**src/rtl/tsu_pkg.sv**
```systemverilog
package tsu_pkg;
    localparam int ADDR_W = 12;

    localparam logic [ADDR_W-1:0] OFF_SW_SET = 12'h010;
    localparam logic [ADDR_W-1:0] OFF_SW_CLR = 12'h014;
    localparam logic [ADDR_W-1:0] OFF_TIME_L = 12'h100;
    localparam logic [ADDR_W-1:0] OFF_TIME_H = 12'h104;
    localparam logic [ADDR_W-1:0] OFF_CMP_L  = 12'h108;
    localparam logic [ADDR_W-1:0] OFF_CMP_H  = 12'h10C;

    typedef enum logic [1:0] {
        RS_IDLE  = 2'd0,
        RS_DONE  = 2'd1,
        RS_FAULT = 2'd2
    } rsp_state_e;

    typedef struct packed {
        logic sw_set;
        logic sw_clr;
        logic time_l;
        logic time_h;
        logic cmp_l;
        logic cmp_h;
        logic hit;
    } reg_sel_t;
endpackage

```
**src/rtl/tsu_decode.sv**
```systemverilog
module tsu_decode
    import tsu_pkg::*;
(
    input  logic [ADDR_W-1:0] addr,
    output reg_sel_t          sel
);
    always_comb begin
        sel        = '0;
        sel.sw_set = (addr == OFF_SW_SET);
        sel.sw_clr = (addr == OFF_SW_CLR);
        sel.time_l = (addr == OFF_TIME_L);
        sel.time_h = (addr == OFF_TIME_H);
        sel.cmp_l  = (addr == OFF_CMP_L);
        sel.cmp_h  = (addr == OFF_CMP_H);
        sel.hit    = sel.sw_set | sel.sw_clr | sel.time_l |
                     sel.time_h | sel.cmp_l  | sel.cmp_h;
    end
endmodule

```
**src/rtl/tsu_wide_reg.sv**
```systemverilog
module tsu_wide_reg #(
    parameter int DW       = 32,
    parameter bit COUNT_EN = 1'b0,
    localparam int TW      = 2 * DW
) (
    input  logic          clk,
    input  logic          rst_n,
    input  logic          wr_lo,
    input  logic          wr_hi,
    input  logic [DW-1:0] wdata,
    output logic [TW-1:0] q
);
    logic [TW-1:0] idle_next;

    generate
        if (COUNT_EN) begin : g_count
            assign idle_next = q + TW'(1);
        end else begin : g_hold
            assign idle_next = q;
        end
    endgenerate

    always_ff @(posedge clk or negedge rst_n) begin
        if (!rst_n)
            q <= '0;
        else if (wr_lo)
            q <= {q[TW-1:DW], wdata};
        else if (wr_hi)
            q <= {wdata, q[DW-1:0]};
        else
            q <= idle_next;
    end
endmodule

```
**src/rtl/tsu_rsp_fsm.sv**
```systemverilog
module tsu_rsp_fsm
    import tsu_pkg::*;
(
    input  logic clk,
    input  logic rst_n,
    input  logic req,
    input  logic mapped,
    output logic err
);
    rsp_state_e state_q, state_d;

    always_ff @(posedge clk or negedge rst_n) begin
        if (!rst_n)
            state_q <= RS_IDLE;
        else
            state_q <= state_d;
    end

    always_comb begin
        if (!req)
            state_d = RS_IDLE;
        else if (mapped)
            state_d = RS_DONE;
        else
            state_d = RS_FAULT;
    end

    always_comb begin
        unique case (state_q)
            RS_IDLE:  err = 1'b0;
            RS_DONE:  err = 1'b0;
            RS_FAULT: err = 1'b1;
            default:  err = 1'b0;
        endcase
    end
endmodule

```
**src/rtl/tsu_top.sv**
```systemverilog
module tsu_top
    import tsu_pkg::*;
#(
    parameter int DW = 32,
    localparam int TW = 2 * DW
) (
    input  logic              clk,
    input  logic              rst_n,
    input  logic              bus_valid,
    input  logic              bus_write,
    input  logic [ADDR_W-1:0] bus_addr,
    input  logic [DW-1:0]     bus_wdata,
    output logic [DW-1:0]     bus_rdata,
    output logic              bus_err,
    output logic              irq_timer,
    output logic              irq_soft
);
    reg_sel_t      sel;
    logic          wr_en;
    logic          rd_en;
    logic [TW-1:0] time_q;
    logic [TW-1:0] cmp_q;
    logic          soft_q;
    logic [DW-1:0] rd_mux;
    logic [DW-1:0] rdata_q;

    tsu_decode u_dec (
        .addr (bus_addr),
        .sel  (sel)
    );

    assign wr_en = bus_valid &  bus_write;
    assign rd_en = bus_valid & ~bus_write;

    tsu_wide_reg #(.DW(DW), .COUNT_EN(1'b1)) u_time (
        .clk   (clk),
        .rst_n (rst_n),
        .wr_lo (wr_en & sel.time_l),
        .wr_hi (wr_en & sel.time_h),
        .wdata (bus_wdata),
        .q     (time_q)
    );

    tsu_wide_reg #(.DW(DW), .COUNT_EN(1'b0)) u_cmp (
        .clk   (clk),
        .rst_n (rst_n),
        .wr_lo (wr_en & sel.cmp_l),
        .wr_hi (wr_en & sel.cmp_h),
        .wdata (bus_wdata),
        .q     (cmp_q)
    );

    always_ff @(posedge clk or negedge rst_n) begin
        if (!rst_n)
            soft_q <= 1'b0;
        else if (wr_en && sel.sw_set && bus_wdata[0])
            soft_q <= 1'b1;
        else if (wr_en && sel.sw_clr && bus_wdata[0])
            soft_q <= 1'b0;
    end

    always_comb begin
        rd_mux = '0;
        if (sel.sw_set || sel.sw_clr) rd_mux[0] = soft_q;
        if (sel.time_l) rd_mux = time_q[DW-1:0];
        if (sel.time_h) rd_mux = time_q[TW-1:DW];
        if (sel.cmp_l)  rd_mux = cmp_q[DW-1:0];
        if (sel.cmp_h)  rd_mux = cmp_q[TW-1:DW];
    end

    always_ff @(posedge clk or negedge rst_n) begin
        if (!rst_n)
            rdata_q <= '0;
        else if (rd_en && sel.hit)
            rdata_q <= rd_mux;
        else
            rdata_q <= '0;
    end

    tsu_rsp_fsm u_fsm (
        .clk    (clk),
        .rst_n  (rst_n),
        .req    (bus_valid),
        .mapped (sel.hit),
        .err    (bus_err)
    );

    assign bus_rdata = rdata_q;
    assign irq_timer = (time_q >= cmp_q);
    assign irq_soft  = soft_q;
endmodule

```
**config.mk**
```make
export PLATFORM = sky130hd
export DESIGN_NAME = tsu_top
export DESIGN_NICKNAME = d
export VERILOG_FILES = /design/src/rtl/tsu_pkg.sv /design/src/rtl/tsu_decode.sv /design/src/rtl/tsu_wide_reg.sv /design/src/rtl/tsu_rsp_fsm.sv /design/src/rtl/tsu_top.sv
export SDC_FILE = /design/constraint.sdc
export NUM_CORES = 1
export LEC_CHECK = 0
export BUFFER_PORTS_ARGS = -buffer_cell sky130_fd_sc_hd__buf_2
export CELL_PAD_IN_SITES_DETAIL_PLACEMENT = 2
export CELL_PAD_IN_SITES_GLOBAL_PLACEMENT = 2
export CORE_MARGIN = 2
export CORE_UTILIZATION = 36
export CTS_BUF_LIST = sky130_fd_sc_hd__clkbuf_2
export CTS_CLUSTER_SIZE = 16
export DETAILED_ROUTE_END_ITERATION = 10
export HOLD_SLACK_MARGIN = 0.12
export PLACE_DENSITY = 0.88
export RECOVER_POWER = 50
export REMOVE_ABC_BUFFERS = 1
export SETUP_SLACK_MARGIN = 0.15
export SLEW_MARGIN = 20
export SYNTH_ARGS = -nofsm -noshare
export SYNTH_HDL_FRONTEND = slang
export SYNTH_SLANG_ARGS = --single-unit
export TNS_END_PERCENT = 50
```
**constraint.sdc**
```tcl
create_clock -name clk -period 2.62 [get_ports clk]
set_clock_uncertainty 0.05 [all_clocks]
set_input_delay 0.524 -clock clk [delete_from_list [all_inputs] [get_ports clk]]
set_output_delay 0.524 -clock clk [all_outputs]
set_load 0.05 [all_outputs]
```
* After elaboration in Yosys (flattened, before gate mapping)
Cells that the tools add are included.
** Operators by class
- Bitwise operators :: 13
- $add $sub $neg :: 1
- Eq/ne operators :: 8
- Mux-type cells :: 14
- Magnitude comparators :: 1
- Reductions and logical operators :: 8
** Operator list (number)
- two-way mux 32 bit :: 7
- adder 64 x 1 -> 64 bit (second input constant) :: 1
- greater-or-equal comparator 64 bit :: 1
- two-way mux 64 bit :: 1
- equality test 12 x 9 -> 1 bit (second input constant) :: 4
- equality test 12 x 5 -> 1 bit (second input constant) :: 2
- AND 1 bit :: 6
- logical AND 1 bit :: 5
- OR 1 bit :: 5
- two-way mux 1 bit :: 4
- two-way mux 2 bit :: 2
- equality test 2 bit (second input constant) :: 1
- inequality test 2 x 1 -> 1 bit (second input constant) :: 1
- NOT 1 bit :: 2
- AND reduction 2 bit :: 1
- nonzero test 2 bit :: 1
- logical OR 1 bit :: 1
** Word-level totals
- Flip-flop bits (word level) :: 163
- Output and inout bits :: 35
- Input bits :: 48
- Logic and storage cells :: 52

* Depth between registers and ports, before layout
Gate-level depths: netlist (run 1).
- Depth after elaboration :: 8
- Mapped depth :: 8

* By module
From an unflattened synthesis (run 1), not the netlist that was laid out.
** Unflattened totals
- Cell total of the unflattened synthesis :: 1067
- Area total of the unflattened synthesis :: 10173.5 um^2
** Modules (own cells, without submodules)
- tsu_wide_reg (u_time) :: area an instance 4008.8 um^2, times used 1, cells each 472
- tsu_top :: area an instance 3419.5 um^2, times used 1, cells each 433
- tsu_wide_reg (u_cmp) :: area an instance 2537.4 um^2, times used 1, cells each 137
- tsu_decode :: area an instance 135.1 um^2, times used 1, cells each 20
- tsu_rsp_fsm :: area an instance 72.6 um^2, times used 1, cells each 5

* Worst setup path before layout (run 1)
OpenSTA, ideal clock, no wires.
- Path type :: register to output
- Start :: reg u_time.q[21]
- End :: out irq_timer
- Cell stages (with the launch flop) :: 8
- Data arrival time :: 2172 ps
- Setup slack :: -126 ps
- Path buffers :: 0
- Cells stage by stage :: dfrtp_1 ha_1 a21o_1 a221o_1 a221oi_1 and3_1 o22ai_1 or3_1
** Between the ends
- Word-level cells in the longest chain between the ends :: 1
** Ends and longest elaborated chain
- start: declaration :: RTL line tsu_wide_reg.sv:11 : output logic [TW-1:0] q
- start signal: assignment :: RTL line tsu_wide_reg.sv:27 : q <= {q[TW-1:DW], wdata};
- start signal: assignment :: RTL line tsu_wide_reg.sv:29 : q <= {wdata, q[DW-1:0]};
- start signal: assignment :: RTL line tsu_wide_reg.sv:31 : q <= idle_next;
- greater-or-equal comparator 64 bit :: RTL line tsu_top.sv:89 : assign irq_timer = (time_q >= cmp_q);
- end: declaration :: RTL line tsu_top.sv:15 : output logic irq_timer,
No other way between the ends.

* Worst setup path in the final report (run 1)
- Start :: reg u_cmp.q[61]
- End :: out irq_timer
** Between the ends
- Word-level cells in the longest chain between the ends :: 1
** Ends and longest elaborated chain (RTL line)
- start: declaration :: tsu_wide_reg.sv:11
- start signal: assignment :: tsu_wide_reg.sv:27
- start signal: assignment :: tsu_wide_reg.sv:29
- start signal: assignment :: tsu_wide_reg.sv:31
- greater-or-equal comparator 64 bit :: tsu_top.sv:89
No other way between the ends.

==> results of run 1 <==
-- power by group --
part / internal (W) / total, W / leakage (nW) / switching (W)
sequential: 0.00258 / 0.00264 / 2.13 / 0.0000555
clock: 0.000339 / 0.00148 / 0.125 / 0.00114
combinational: 0.000386 / 0.00105 / 4.29 / 0.000660
total: 0.00330 / 0.00516 / 6.54 / 0.00185
-- worst register-to-register path, stage by stage (launching register included) --
cell,delay [ns]
dfrtp_1,0.52
buf_6,0.14
buf_6,0.11
nand4_1,0.15
nor4_4,0.48
buf_4,0.20
buf_6,0.09
nand4_1,0.16
buf_6,0.21
nor4_4,0.31
nor3_2,0.13
a211oi_2,0.28
-- cells in the final DEF, fill, tap and decap left out, types with 39 or more instances in the layout --
master	Yosys	final
nand2_1	53	50
a21oi_1	49	43
mux2i_1	66	66
nor2_1	109	106
dfrtp_1	163	163
nand4_1	39	39
dlygate4sd3_1	0	50
ha_1	65	60
buf_4	2	197
buf_2	13	77
inv_1	69	67
-- registers in the layout, indices dropped and copies added (netlist names) --
signal and cells:
bus_rdata 32, u_cmp.q 64, u_fsm.state_q 2, irq_soft 1, u_time.q 64
-- final cells by class --
cell class,count,area (um^2),area share (%)
tap,378,473,3.38
clock inverter,11,90.1,0.644
clock buffer,20,100,0.715
antenna,3,7.51,0.0536
inverter,69,259,1.85
sequential,163,4080,29.1
multi-input combinational,761,6180,44.1
timing repair buffer,365,2810,20.1
-- logic make-up after synthesis --
logic type | Yosys count
xor gates and xnor gates | 3
buffers and inverters | 121
muxes | 130
AOI/OAI and AO/OA | 210
and+or+nand+nor | 353
DFF | 163
adders and majority gates | 65
-- metal layers --
metal / wire length [um] / GRT usage, % / vias to the layer above
met5: 53 / 0 / -
met4: 5980 / 22.3 / 2
met3: 5730 / 8.51 / 428
met2: 29700 / 65.5 / 985
met1: 24300 / 46.1 / 6099
li1: - / - / 4511
-- stage by stage --
step	area, um^2	hold slack [ns]
floorplan	9960	0.178
global placement	12400	0.438
detailed placement	12400	0.483
CTS	13500	0.126
global route	14000	0.0866
finish	14000	0.0956
-- synth_stat cells (4+ instances only) --
cell / n / share of area, %
and3_1: 18 / 1.1
o21ai_0: 32 / 1.6
a311oi_1: 6 / 0.52
dfrtp_1: 163 / 40
nor3b_1: 5 / 0.37
nand2b_1: 6 / 0.37
mux2i_1: 66 / 6.5
buf_1: 8 / 0.29
mux2_2: 34 / 3.8
or3_1: 6 / 0.37
o32ai_1: 4 / 0.34
a21oi_1: 49 / 2.4
nor3_1: 28 / 1.4
a31oi_1: 5 / 0.31
nor2_1: 109 / 4.0
nand3_1: 40 / 2.0
nor4_1: 11 / 0.67
buf_2: 13 / 0.64
o221a_2: 4 / 0.44
and4_1: 7 / 0.60
o211ai_1: 6 / 0.44
nand4_1: 39 / 2.4
o21a_1: 8 / 0.59
a211oi_1: 28 / 2.1
mux2_4: 30 / 4.4
nand2_1: 53 / 2.0
ha_1: 65 / 8.0
o22a_1: 33 / 2.8
o22ai_1: 14 / 0.86
clkbuf_1: 26 / 0.96
inv_1: 69 / 2.5
and2_1: 9 / 0.55
-- what timing repair did --
item	in CTS	in global routing
hold buffers	50	0
endpoints found under the hold margin	277	0
setup endpoints to repair	38	72
pin swaps	23	42
gates resized for setup	56	85
setup buffers	21	22
-- how the worst max path moves through the flow --
stage | startpoint | to | slack [ns] | cells after the start
6_report | u_cmp.q[61] | irq_timer | -1.63 | 10
5_1_grt | u_cmp.q[61] | irq_timer | -1.67 | 9
4_1_cts | u_time.q[0] | irq_timer | -1.25 | 11
3_5_place_dp | u_time.q[0] | irq_timer | -0.78 | 11
3_3_place_gp | u_time.q[0] | irq_timer | -0.52 | 11
2_1_floorplan | bus_addr[1] | u_time.q[55] | -0.99 | 6
==> flow_summary.ini, run 1 <==
[status]
status = finished, violations left
violations = max-capacitance violations, max-slew violations, negative setup slack

[setup_path]
critPathCaptureType = output port
path_buf_inv = 4
cpPeakStageDelay_ns = 0.48
reg2reg_depth = 11
r2r-end = u_time.q[61]
start_kind = register
critPathArrivalTime_ns = 3.67
cp_max_fo = 2
rr_startpoint = u_time.q[21]
path_cells = inv_1 > ha_1 > nand4_1 > nor4_1 > buf_4 > nand4_1 > buf_4 > o22ai_1 > or3_4 > buf_8
cpMaxStageDelayCell = dfrtp_1
critical_path.top_delay_family = simple AND/OR/NAND/NOR gates
r2r_setup_slack_ns = -0.31
crit_type = register to output port
worst_ep_required_time_ns = 2.05

[cts]
clk_path_buf_depth = 2
insertion_delay_ns = 0.95
ctsRootBufferMaster = clkbuf_2
clock_sinks = 163
clkSlewWorstSetupHoldPaths_ns = 0.34
ctsHtreeMaxLevel = 4
cts_tree = done
cts_inserted_buffers = 17

[yosys]
synthCells = 1045
synth_flop_cell = dfrtp_1
yosysSeqAreaShare_pct = 40.0
synth_xor_area_share_pct = 0.258
synthesis.area_mm2 = 0.0102
ys_async_sr_fraction_pct = 100
synth_warnings = 0
synth_area_per_cell_um2 = 9.76
synth_cell_types = 64
synth_top_family_by_area = simple AND/OR/NAND/NOR gates
synthAdderAreaFrac_pct = 7.97
yosys.area_share.simple_pct = 18.1
ys_ff_latch = 163
synth_edf_count = 0
synth.area.mux_share_pct = 14.6
synth_compound_area_share_pct = 14.1

[hold_path]
hold-path-cell-count = 3
worstHoldPathType = primary input to register
worstHoldStart = bus_addr[2]
min_to = bus_rdata[0]

[floorplan]
ioPinCount = 83
die_y_um = 172
row_count = 61
die_w_um = 172
coreArea_mm2 = 0.0279
dieArea_mm2 = 0.0297
initial_core_util_pct = 36.6

[placed_design]
dp_hpwl_um = 34300
dp.cells = 1643
portBuffers = 82
dpl_worst_slack_ns = -0.777
gp_congestion = 0.952

[timing]
drv_slew = 70
setup_viol = 118
final-hold-violation-count = 0
setup_ws_ns = -1.63
setup_tns_ns = -19.63
post-route-min-period_ns = 4.25
tightest_slew_ns = 1.89
rsz0062_at_grt = yes
finalCritPeriodShare_pct = 162
slew_headroom_pct = -25.9
max_freq_ghz = 0.235

[detailed_routing]
drt_iter0_drc = 1355
vias = 12000
dr.pass1.iters = 7
routedWlPerCell_um = 37.2
viasPerCell = 6.79
wirelength_um = 65800
post-route-drc-count = 0
drtAntennaViolNets = 0

[power]
totalPowerFinal_w = 0.00516
power_leakage_nw = 6.54
ir_drop_uv = 205
p_per_area_mw_per_mm2 = 369

[grt]
grt_pass1_vias = 12600
grt_usage_pct = 39.0
grt_pass1_wl_um = 84400
grt_max_degree = 70
antenna_found_initial = 3
grt-ovfl-total = 0

[layout]
post_layout_nonfiller_instances = 1770
syn_to_final_growth_pct = 37.2
n_fill_cell = 2869
final_util_pct = 50.2
fin_nets = 1490
drive_gt1_share_pct = 36.5

[job]
cap_violations = 1
No activity file was read; power rests on OpenSTA's default activity.
==> run 2, diff against run 1 <==
SKIP_LAST_GASP = 1   (was not set)
==> run 2 against run 1 <==
Against the previous run: the run still ends with max-capacitance violations, max-slew violations, negative setup slack left; largest power group unchanged; non-clock buffer count is 27 higher; sequential share of layout area is 0.57 points lower; register-to-register slack worse by 0.15 ns.
==> flow_summary.ini, run 2 (synthesis gave the netlist of run 1 again) <==
[layout]
final_cell_mix = 225 x buf_4, 162 x dfrtp_1, 104 x nor2_1
final_util_pct = 51.3
fin_nets = 1517
drive_gt1_share_pct = 37.4
final_area_mm2 = 0.0143
final_common_cell = buf_4
syn_to_final_growth_pct = 40.0

[setup_path]
cpMaxStageDelayCell = o21ai_0
reg2reg_depth = 11
start_kind = register
critPathArrivalTime_ns = 3.90
crit_type = register to output port
cpPeakStageDelay_ns = 0.88
cp_max_fo = 3
worst_ep_required_time_ns = 2.05
critical_path.top_delay_family = compound AO/OA/AOI/OAI gates
rr_startpoint = u_time.q[20]
r2r_setup_slack_ns = -0.46
path_cells = inv_1 > ha_1 > nand2_1 > o21ai_0 > nand4_1 > and3_4 > o22ai_1 > or3_4 > buf_8
path_buf_inv = 2
critPathCaptureType = output port
r2r-end = u_time.q[61]

[timing]
setup_ws_ns = -1.85
setup_viol = 94
drv_slew = 70
max_freq_ghz = 0.224
slew_headroom_pct = -31.8
rsz0062_at_grt = yes
tightest_slew_ns = 1.98
finalCritPeriodShare_pct = 171
final-hold-violation-count = 0
setup_tns_ns = -20.80
post-route-min-period_ns = 4.47

[floorplan]
row_count = 61
die_w_um = 172
initial_core_util_pct = 36.6
dieArea_mm2 = 0.0297
die_y_um = 172
ioPinCount = 83
coreArea_mm2 = 0.0279

[grt]
grt_usage_pct = 39.4
grt_max_degree = 70
grt-ovfl-total = 0
grt_pass1_wl_um = 85200
antenna_found_initial = 3
grt_pass1_vias = 12700

[detailed_routing]
drtAntennaViolNets = 0
drt_iter0_drc = 1765
routedWlPerCell_um = 38.8
vias = 12300
wirelength_um = 69700
viasPerCell = 6.88
dr.pass1.iters = 5
post-route-drc-count = 0

[placed_design]
portBuffers = 82
place_area_mm2 = 0.0124
dp_hpwl_um = 34300
gp_congestion = 0.952

[status]
violations = max-capacitance violations, max-slew violations, negative setup slack
status = finished, violations left

[power]
power_leakage_nw = 6.70
swShare_pct = 35.8
totalPowerFinal_w = 0.00515
p_per_area_mw_per_mm2 = 361
intPower_w = 0.00330
p_switching_w = 0.00184
clkPwrFrac_pct = 28.8
pwr-share-seq_pct = 51.2
ir_drop_uv = 329
comb_power_share_pct = 20.0

[cts]
clock_sinks = 163
cts_tree = done
ctsHtreeMaxLevel = 4
clk_path_buf_depth = 2
insertion_delay_ns = 0.94
clkSlewWorstSetupHoldPaths_ns = 0.35
ctsRootBufferMaster = clkbuf_2
cts_inserted_buffers = 17

[job]
cap_violations = 1

[hold_path]
min_to = bus_rdata[0]
worstHoldPathType = primary input to register
hold-path-cell-count = 3
worstHoldStart = bus_addr[2]
## run 2: power by group through the flow
stage                     Sequential (W)  Combinational, W  Clock, W
after global routing             0.00264           0.00105   0.00155
after detailed placement         0.00266          0.000756         0
after CTS                        0.00262          0.000872   0.00137
after global placement           0.00265          0.000679         0
final                            0.00264           0.00103   0.00148
after floorplan                  0.00269          0.000259         0
## run 2: cell type report
class                      instances  area [um^2]
antenna                            1         2.50
clock buffer                      20          100
clock inverter                    11         90.1
fill                            2881        13600
inverter                          69          263
multi-input combinational        761         6250
sequential                       163         4080
tap                              378          473
timing repair buffer             392         3020
## run 2: worst max path at each step
stage,start,to,slack (ns),cells after the start
finish,u_cmp.q[19],irq_timer,-1.85,9
floorplan,bus_addr[1],u_time.q[55],-0.99,6
global route,u_cmp.q[19],irq_timer,-1.71,9
CTS,u_cmp.q[47],irq_timer,-1.27,10
global placement,u_time.q[0],irq_timer,-0.52,11
detailed placement,u_time.q[0],irq_timer,-0.78,11
## run 2: timing repair
| action | CTS | global route |
|---|---|---|
| hold buffers | 50 | 0 |
| endpoints found under the hold margin | 277 | 0 |
| resized for setup | 48 | 103 |
| buffers inserted | 21 | 49 |
| pin swaps | 23 | 46 |
| endpoints found under the setup margin | 38 | 69 |
## run 2: metal layers
metal / track usage [%] / vias to the layer above / part of all wire [%] / routed length (um)
met5: 0 / - / 0.019 / 13
met4: 23.9 / 2 / 8.8 / 6130
met2: 65.7 / 1070 / 45 / 31100
li1: - / 4572 / - / -
met3: 9.27 / 478 / 9.8 / 6810
met1: 46.0 / 6225 / 37 / 25700
## run 2: stage by stage
step | setup WS (ns) | cells | hold slack [ns]
after floorplan | -0.990 | 993 | 0.178
after global placement | -0.521 | 1643 | 0.438
after detailed placement | -0.777 | 1643 | 0.483
after CTS | -1.27 | 1745 | 0.126
after global routing | -1.71 | 1795 | 0.173
final | -1.85 | 1795 | 0.201
## run 2: worst reg2reg max path: cells and delay by family, from the launching register on
family / cells / cell delay (ns)
DFF: 1 / 0.47
AOI/OAI and AO/OA: 1 / 0.38
buffers and inverters: 5 / 0.79
and+or+nand+nor: 5 / 1.21
==> run 3, diff against run 2 <==
CORE_UTILIZATION = 40   (was 36)
PLACE_DENSITY = 0.92   (was 0.88)
clock period = 4.4 ns   (was 2.62 ns; I/O delays follow)
==> run 3 against run 2 <==
Against the previous run: core utilization shrank 4.9 points; non-clock buffer count shrank 258; die area shrank 9.8%; clock power shrank 34%; global-route usage shrank 7.4 points; worst hold slack lost 0.079 ns; clock-buffer cell count shrank 3; first-iteration DRC count shrank 31%; register-to-register slack gained 1.0 ns; worst setup slack gained 1.8 ns; the flow still finishes with violations (max-capacitance violations, max-slew violations, negative setup slack); largest power group unchanged.
==> flow_summary.ini, run 3 (synthesis gave the netlist of run 1 again) <==
[status]
status = finished, violations left
violations = max-capacitance violations, max-slew violations, negative setup slack

[timing]
finalCritPeriodShare_pct = 100
setup_ws_ns = -0.00482
drv_slew = 75
setup_viol = 1
setup_tns_ns = -0.00482
post-route-min-period_ns = 4.40
slew_headroom_pct = -38.9
hold_ws_ns = 0.122
max_freq_ghz = 0.227
tightest_slew_ns = 2.08
final-hold-violation-count = 0

[setup_path]
worst_ep_required_time_ns = 3.47
cp_max_fo = 7
crit_type = register to output port
cpMaxStageDelayCell = dfrtp_1
r2r_setup_slack_ns = 0.55
path_cells = ha_1 > a211oi_1 > o32ai_2 > o21ai_2 > a2111oi_4 > or3_4 > buf_8
start_kind = register
critPathArrivalTime_ns = 3.47
path_buf_inv = 1
cpPeakStageDelay_ns = 0.54
critical_path.top_delay_family = compound AO/OA/AOI/OAI gates
critPathCaptureType = output port

[power]
power_leakage_nw = 5.19
ir_drop_uv = 110
p_per_area_mw_per_mm2 = 256

[cts]
insertion_delay_ns = 0.91
ctsHtreeMaxLevel = 4
clk_path_buf_depth = 2
clkSlewWorstSetupHoldPaths_ns = 0.35
ctsRootBufferMaster = clkbuf_2
cts_inserted_buffers = 17
clock_sinks = 163
cts_tree = done

[detailed_routing]
viasPerCell = 6.82
routedWlPerCell_um = 32.8
post-route-drc-count = 0
wirelength_um = 48800
vias = 10200
dr.pass1.iters = 7
drt_iter0_drc = 1225
drtAntennaViolNets = 0

[layout]
n_fill_cell = 2716
drive_gt1_share_pct = 25.1
syn_to_final_growth_pct = 14.2
post_layout_nonfiller_instances = 1490
final_cell_mix = 146 x dfrtp_1, 109 x nor2_1, 78 x buf_2
final_util_pct = 46.4
final_common_cell = dfrtp_1
fin_nets = 1259

[placed_design]
dp_hpwl_um = 27100
gp_congestion = 0.933
dp.cells = 1428
portBuffers = 82

[hold_path]
worstHoldPathType = primary input to register

[floorplan]
die_y_um = 164
dieArea_mm2 = 0.0268
coreArea_mm2 = 0.0251
row_count = 58
ioPinCount = 83
initial_core_util_pct = 40.6
die_w_um = 164

[grt]
antenna_found_initial = 1
grt_pass1_wl_um = 65300
grt_pass1_vias = 10900
grt-ovfl-total = 0
grt_usage_pct = 32.0
grt_max_degree = 75

[job]
cap_violations = 1
## run 3: final timing paths
path	from	end	depth (start not counted)
min in group asynchronous	rst_n	bus_rdata[28]	2
max reg2reg	u_time.q[24]	u_time.q[63]	6
max	u_time.q[5]	irq_timer	7
min reg2reg	u_cmp.q[10]	u_cmp.q[10]	1
min	bus_valid	u_fsm.state_q[0]	3
max in group asynchronous	rst_n	u_time.q[45]	3
## run 3: timing repair
item,CTS,global route
setup buffers,6,22
pin swaps,4,14
resized for setup,24,31
hold buffers,1,0
endpoints found under the setup margin,1,1
endpoints found under the hold margin,64,0
## run 3: stage by stage
stage / worst slack, ns / power, W / area (um^2)
final: -0.00482 / 0.00298 / 11600
after detailed placement: 0.449 / 0.00193 / 11000
after CTS: 0.153 / 0.00287 / 11400
after global placement: 0.611 / 0.00190 / 11000
after floorplan: 0.434 / 0.00176 / 9960
after global routing: -0.0338 / 0.00306 / 11600
## run 3: metal layers
| layer | part of all wire [%] | up-vias | routed length [um] | GRT usage (%) |
|---|---|---|---|---|
| met2 | 47 | 714 | 23100 | 53.2 |
| met1 | 38 | 5144 | 18500 | 38.8 |
| li1 | - | 4056 | - | - |
| met4 | 6.4 | 0 | 3140 | 17.9 |
| met3 | 8.3 | 255 | 4050 | 6.40 |
| met5 | 0 | - | 0 | 0 |
## run 3: worst register-to-register path, cell delays in order, from the launching register on
cell and delay [ns]:
dfrtp_1 0.67, nand3_1 0.46, nor4_2 0.79, nand4_1 0.70, nor4b_2 0.57, nor3_1 0.12
a211oi_1 0.38
## run 3: cell type report
cell class | instances | area [um^2] | area share [%]
Antenna cell | 1 | 2.50 | 0.0215
Clock buffer | 17 | 85.1 | 0.730
Clock inverter | 15 | 166 | 1.43
Inverter | 69 | 259 | 2.22
Multi-Input combinational cell | 761 | 5800 | 49.8
Sequential cell | 163 | 4100 | 35.2
Tap cell | 330 | 413 | 3.54
Timing Repair Buffer | 134 | 823 | 7.07
## run 3: power by group
group,total [W],switching (W),internal (W)
clock network,0.000983,0.000703,0.000279
logic,0.000388,0.000251,0.000137
registers,0.00161,0.0000761,0.00154
total,0.00298,0.00103,0.00195
